<file path="src/rtl/xbh_pkg.sv">
package xbh_pkg;

    localparam int unsigned XBH_SYNC_STAGES = 2;

    typedef enum logic [2:0] {
        ARB_OWN        = 3'd0,
        ARB_WAIT_START = 3'd1,
        ARB_WAIT_END   = 3'd2,
        ARB_GRANT      = 3'd3,
        ARB_RELEASE    = 3'd4
    } arb_state_e;

    typedef struct packed {
        logic busy;
        logic locked;
    } bus_act_t;

    localparam bus_act_t ACT_IDLE = '{busy: 1'b0, locked: 1'b0};

    function automatic logic act_quiet(input bus_act_t a);
        return !a.busy && !a.locked;
    endfunction

    function automatic logic arb_drives(input arb_state_e s);
        return (s != ARB_GRANT) && (s != ARB_RELEASE);
    endfunction

    function automatic logic arb_stalls(input arb_state_e s, input bus_act_t a);
        logic r;
        case (s)
            ARB_GRANT, ARB_RELEASE: r = 1'b1;
            ARB_WAIT_END:           r = !a.locked;
            default:                r = 1'b0;
        endcase
        return r;
    endfunction

endpackage

</file>
<file path="src/rtl/xbh_sync.sv">
module xbh_sync #(
    parameter int unsigned STAGES    = 2,
    parameter bit          RESET_VAL = 1'b1
) (
    input  logic clk,
    input  logic rst,
    input  logic d_i,
    output logic q_o
);
    localparam int unsigned N = (STAGES < 2) ? 2 : STAGES;

    logic [N-1:0] chain_q;

    always_ff @(posedge clk) begin
        if (rst) chain_q <= {N{RESET_VAL}};
        else     chain_q <= {chain_q[N-2:0], d_i};
    end

    assign q_o = chain_q[N-1];
endmodule

</file>
<file path="src/rtl/xbh_activity.sv">
module xbh_activity
    import xbh_pkg::*;
(
    input  logic     clk,
    input  logic     rst,
    input  logic     cyc_start_i,
    input  logic     cyc_done_i,
    input  logic     rmw_i,
    input  logic     seq_done_i,
    output bus_act_t act_o,
    output bus_act_t act_nxt_o
);
    bus_act_t act_q;
    bus_act_t act_d;

    always_comb begin
        act_d.busy   = cyc_start_i | (act_q.busy & ~cyc_done_i);
        act_d.locked = (cyc_start_i & rmw_i) | (act_q.locked & ~seq_done_i);
    end

    always_ff @(posedge clk) begin
        if (rst) act_q <= ACT_IDLE;
        else     act_q <= act_d;
    end

    assign act_o     = act_q;
    assign act_nxt_o = act_d;
endmodule

</file>
<file path="src/rtl/xbh_fsm.sv">
module xbh_fsm
    import xbh_pkg::*;
(
    input  logic       clk,
    input  logic       rst,
    input  logic       req_seen_i,
    input  logic       cyc_pend_i,
    input  logic       cyc_start_i,
    input  bus_act_t   act_nxt_i,
    output arb_state_e state_o
);
    arb_state_e st_q;
    arb_state_e st_d;

    always_comb begin
        st_d = st_q;
        case (st_q)
            ARB_OWN: begin
                if (req_seen_i) begin
                    if (!act_quiet(act_nxt_i)) st_d = ARB_WAIT_END;
                    else if (cyc_pend_i)       st_d = ARB_WAIT_START;
                    else                       st_d = ARB_GRANT;
                end
            end
            ARB_WAIT_START: begin
                if (!req_seen_i)              st_d = ARB_OWN;
                else if (cyc_start_i)         st_d = act_quiet(act_nxt_i) ? ARB_GRANT : ARB_WAIT_END;
            end
            ARB_WAIT_END: begin
                if (!req_seen_i)              st_d = ARB_OWN;
                else if (act_quiet(act_nxt_i)) st_d = ARB_GRANT;
            end
            ARB_GRANT: begin
                if (!req_seen_i)              st_d = ARB_RELEASE;
            end
            ARB_RELEASE:                      st_d = ARB_OWN;
            default:                          st_d = ARB_OWN;
        endcase
    end

    always_ff @(posedge clk) begin
        if (rst) st_q <= ARB_OWN;
        else     st_q <= st_d;
    end

    assign state_o = st_q;
endmodule

</file>
<file path="src/rtl/xbus_handover.sv">
module xbus_handover
    import xbh_pkg::*;
#(
    parameter int unsigned SYNC_STAGES = XBH_SYNC_STAGES
) (
    input  logic clk,
    input  logic rst,
    input  logic req_n_i,
    input  logic cyc_pend_i,
    input  logic cyc_start_i,
    input  logic cyc_done_i,
    input  logic rmw_i,
    input  logic seq_done_i,
    output logic grant_n_o,
    output logic bus_lock_n_o,
    output logic stall_o,
    output logic drive_en_o
);
    logic       req_n_sync;
    bus_act_t   act_cur;
    bus_act_t   act_nxt;
    arb_state_e state;

    xbh_sync #(.STAGES(SYNC_STAGES), .RESET_VAL(1'b1)) u_sync (
        .clk (clk),
        .rst (rst),
        .d_i (req_n_i),
        .q_o (req_n_sync)
    );

    xbh_activity u_act (
        .clk         (clk),
        .rst         (rst),
        .cyc_start_i (cyc_start_i),
        .cyc_done_i  (cyc_done_i),
        .rmw_i       (rmw_i),
        .seq_done_i  (seq_done_i),
        .act_o       (act_cur),
        .act_nxt_o   (act_nxt)
    );

    xbh_fsm u_fsm (
        .clk         (clk),
        .rst         (rst),
        .req_seen_i  (~req_n_sync),
        .cyc_pend_i  (cyc_pend_i),
        .cyc_start_i (cyc_start_i),
        .act_nxt_i   (act_nxt),
        .state_o     (state)
    );

    assign grant_n_o    = (state != ARB_GRANT);
    assign bus_lock_n_o = ~act_cur.locked;
    assign stall_o      = arb_stalls(state, act_cur);
    assign drive_en_o   = arb_drives(state);
endmodule

</file>
<file path="config.mk">
export PLATFORM = sky130hd
export DESIGN_NAME = xbus_handover
export DESIGN_NICKNAME = d
export VERILOG_FILES = /design/src/rtl/xbh_pkg.sv /design/src/rtl/xbh_sync.sv /design/src/rtl/xbh_activity.sv /design/src/rtl/xbh_fsm.sv /design/src/rtl/xbus_handover.sv
export SDC_FILE = /design/constraint.sdc
export NUM_CORES = 1
export LEC_CHECK = 0
export BUFFER_PORTS_ARGS = -buffer_cell sky130_fd_sc_hd__buf_2
export CAP_MARGIN = 20
export CORE_AREA = 2 2 39 41
export CTS_CLUSTER_SIZE = 25
export DETAILED_ROUTE_END_ITERATION = 16
export DIE_AREA = 0 0 41 43
export GPL_ROUTABILITY_DRIVEN = 0
export PLACE_DENSITY = 0.52
export SETUP_SLACK_MARGIN = 0.5
export SYNTH_ARGS = -nofsm -noshare
export SYNTH_HDL_FRONTEND = slang
export SYNTH_SLANG_ARGS = --single-unit
</file>
<file path="constraint.sdc">
create_clock -name clk -period 1.1 [get_ports clk]
set_input_delay 0.055 -clock clk [delete_from_list [all_inputs] [get_ports clk]]
set_output_delay 0.055 -clock clk [all_outputs]
set_load 0.02 [all_outputs]
</file>
==> metrics.md <==
| Metric | Value |
|---|---|
| Outcome | `finished with violations` |
| Failing checks | `negative hold slack, negative setup slack` |
| CTS Buffer Depth | `2` |
| Cell count after synthesis | `31` |
| Routing usage on met1 | `0.0935` |
| Reg-to-reg critical path startpoint | `u_fsm.state_o[0]` |
| Clock root buffer | `clkbuf_4` |
| Internal | `435 µW` |
| Global-route track usage on met2 | `0.0875` |
| Multiplexer area fraction after synthesis | `0` |
| Multi-input gate area | `178 µm²` |
| I/O pins | `12` |
| CTS clk-pin slew, worst paths | `50 ps` |
| Remaining routing DRC violations | `0` |
| Maximum clock frequency | `887 MHz` |
| Sink Count | `7` |
| Synth unique cells | `18` |
| Max_cap viols | `0` |
| Period utilisation layout | `1.03` |
| Final nets | `58` |
| Antenna violation net count after detailed routing | `0` |
| Drt initial violations | `3` |
| Register area share after synthesis | `0.463` |
| Register area | `149 µm²` |
| WL per Instance | `9.49 µm` |
| Initial antenna violation count | `0` |
| Via count | `272` |
| Syn Nets | `39` |
| NetSw | `130 µW` |
| Die area | `0.00176 mm²` |
| Netlist Area Pre-Place | `303 µm²` |
| CP arrival | `1070 ps` |
| Leak Pwr | `0.000199 µW` |
| Placed Area | `385 µm²` |
| Global-route wire length before repair | `869 µm` |
| Design Area, Final | `477 µm²` |
| Synth Area in Adders | `0` |
| Worst-path fanout max | `4` |
| Final wirelength | `617 µm` |
| Seq pwr share | `0.477` |
| Sw frac | `0.230` |
| Post-synthesis xor/xnor area fraction | `0` |
| Post-route insts no fill | `65` |
| CP startpoint kind | `register` |
| Total global-route track usage | `0.0844` |
| Crit. Startpoint | `u_fsm.state_o[2]` |
| Worst Slack Setup Final | `-27.6 ps` |
| Final min period | `1130 ps` |
| Vias per cell | `4.18` |
| Hpwl dp | `433 µm` |
| Top cells by area in the synthesized netlist | `dfxtp_1 (46%), a41oi_2 (5.4%), nand2b_4 (4.5%), nor2b_4 (4.5%), nand2b_1 (4.1%)` |
| Max Slew Vio Count | `0` |
| CTS Buf Count | `3` |
| Chip Height | `43 µm` |
| FP Rows | `14` |
| CP Class | `reg -> out` |
| Worst hold start | `req_n_i` |
| TritonCTS clock tree | `built` |
| Initial core utilization | `0.219` |
| Fin Clk Skew | `3.71 ps` |
| Clock network power share | `0.413` |
| WHS Path Cells | `2` |
| Vias in the first global route | `208` |
| CP required | `1040 ps` |
| GR Overflow Total | `0` |
| Initial DRT Pass Iterations | `3` |
| Post-synthesis compound-gate area fraction | `0.169` |
| Synthesis-to-finish area growth | `57.4%` |
| Area leader, netlist | `dfxtp_1` |
| Util after Layout | `0.344` |
| Main combinational cell family by area after synthesis | `simple AND/OR/NAND/NOR gates` |
| # diodes | `0` |
| Met3 usage | `0.0785` |
| Combinational power share | `0.110` |
| Placed cell count | `58` |
| Pin count of the biggest net entering global routing | `7` |
| Hold Crit Class | `in -> reg` |
| Port buffer count | `11` |
| Synth Area in Simple Gates | `0.343` |
| Max transition margin | `0.855` |
| Yosys warning count | `0` |
| H-tree depth | `1` |
| RSZ-0062 raised after global routing | `yes` |
| Clk Latency, worst-skew pair | `250 ps` |
| Final Hold Vio Count | `1` |
| Synthesized flop and latch total | `7` |
| Peak supply drop | `0.506 mV` |
| Worst-case reg-to-reg path depth | `4` |
| Final Power | `565 µW` |
| PwrDens | `1190 mW/mm²` |
| Area share of the largest cell type after synthesis | `0.463` |
| Share of cells above drive strength 1 | `0.694` |
| WHS | `-13.8 ps` |
| Slew @ Worst Pin | `216 ps` |
| Final Setup Violations | `1` |
| CP Capture Type | `output pin` |
| Top Usage Layer GRT | `met1` |
| Core Region | `0.00138 mm²` |
| Synthesized area per cell | `9.77 µm²` |
| Fillers | `148` |
| Die width | `41 µm` |
timing repair:
item | CTS | global route
pin swaps | 1 | 3
buffers inserted | 2 | 1
setup endpoints to repair | 10 | 10
resized for setup | 9 | 6
hold endpoints to repair | 1 | 1
cells in the final DEF (no fill, tap or decap), drive strengths merged:
master  Yosys  routed
a21boi      1       1
a21oi       2       2
a41oi       1       1
and2        1       1
buf         0      14
clkbuf      0       4
dfxtp       7       7
inv         2       2
nand2       2       2
nand2b      3       3
nand3       1       1
nand3b      1       1
nor2        2       2
nor2b       1       1
nor3        1       1
nor3b       1       1
o21a        1       1
o21ai       2       2
or2         2       2
stage by stage:
step | setup WS [ps] | setup TNS (ps)
after CTS | -23.4 | -23.4
final | -27.6 | -27.6
after global routing | -64.9 | -64.9
after detailed placement | 227 | 0
after global placement | 234 | 0
after floorplan | 179 | 0
layout make-up:
cell class	count	share of cell area
clock buffer	4	0.0551
inverter	2	0.0157
timing repair buffer	14	0.202
sequential	7	0.312
tap	16	0.0420
multi-input combinational	22	0.373
routing by layer:
layer,vias up,share of wire
met3,2,0.081
met4,0,0.024
met2,8,0.45
li1,139,-
met1,123,0.45
met5,-,0
synthesized netlist by cell type:
master    count
dfxtp_1       7
a21oi_1       2
inv_1         2
nand2_1       2
nand2b_1      2
nor2_1        2
o21ai_0       2
or2_2         2
a21boi_1      1
a41oi_2       1
and2_1        1
nand2b_4      1
nand3_1       1
nand3b_1      1
nor2b_4       1
nor3_1        1
nor3b_2       1
o21a_1        1
power by group through the flow:
stage | sequential (µW) | combinational, µW | clock [µW]
CTS | 272 | 58.9 | 246
global placement | 274 | 51.1 | 0
floorplan | 273 | 28.3 | 0
global route | 270 | 67.8 | 258
detailed placement | 275 | 50.6 | 0
finish | 270 | 61.9 | 233
state kept, by name, indices dropped and copies added (netlist names):
signal          count
u_sync.chain_q      2
u_fsm.state_o       3
u_act.act_o         2
cell families (layout without fill, tap and decap cells):
| family | after synthesis | count (layout) |
|---|---|---|
| buffers and inverters | 2 | 20 |
| AND/OR/NAND/NOR | 15 | 15 |
| flip-flops | 7 | 7 |
| AO/OA/AOI/OAI | 7 | 7 |
path summary, 6_finish.rpt:
check / to / slack [ps]
max reg2reg: u_fsm.state_o[1] / 180
max: drive_en_o / -30
min reg2reg: u_sync.chain_q[1] / 420
min: u_sync.chain_q[0] / -10
worst max-delay path: stages, from the launching register on:
cell      delay (ps)
dfxtp_2          330
nand3b_1         190
and2_4           180
buf_6            120
Note: power is estimated with default switching activity, not from simulation.
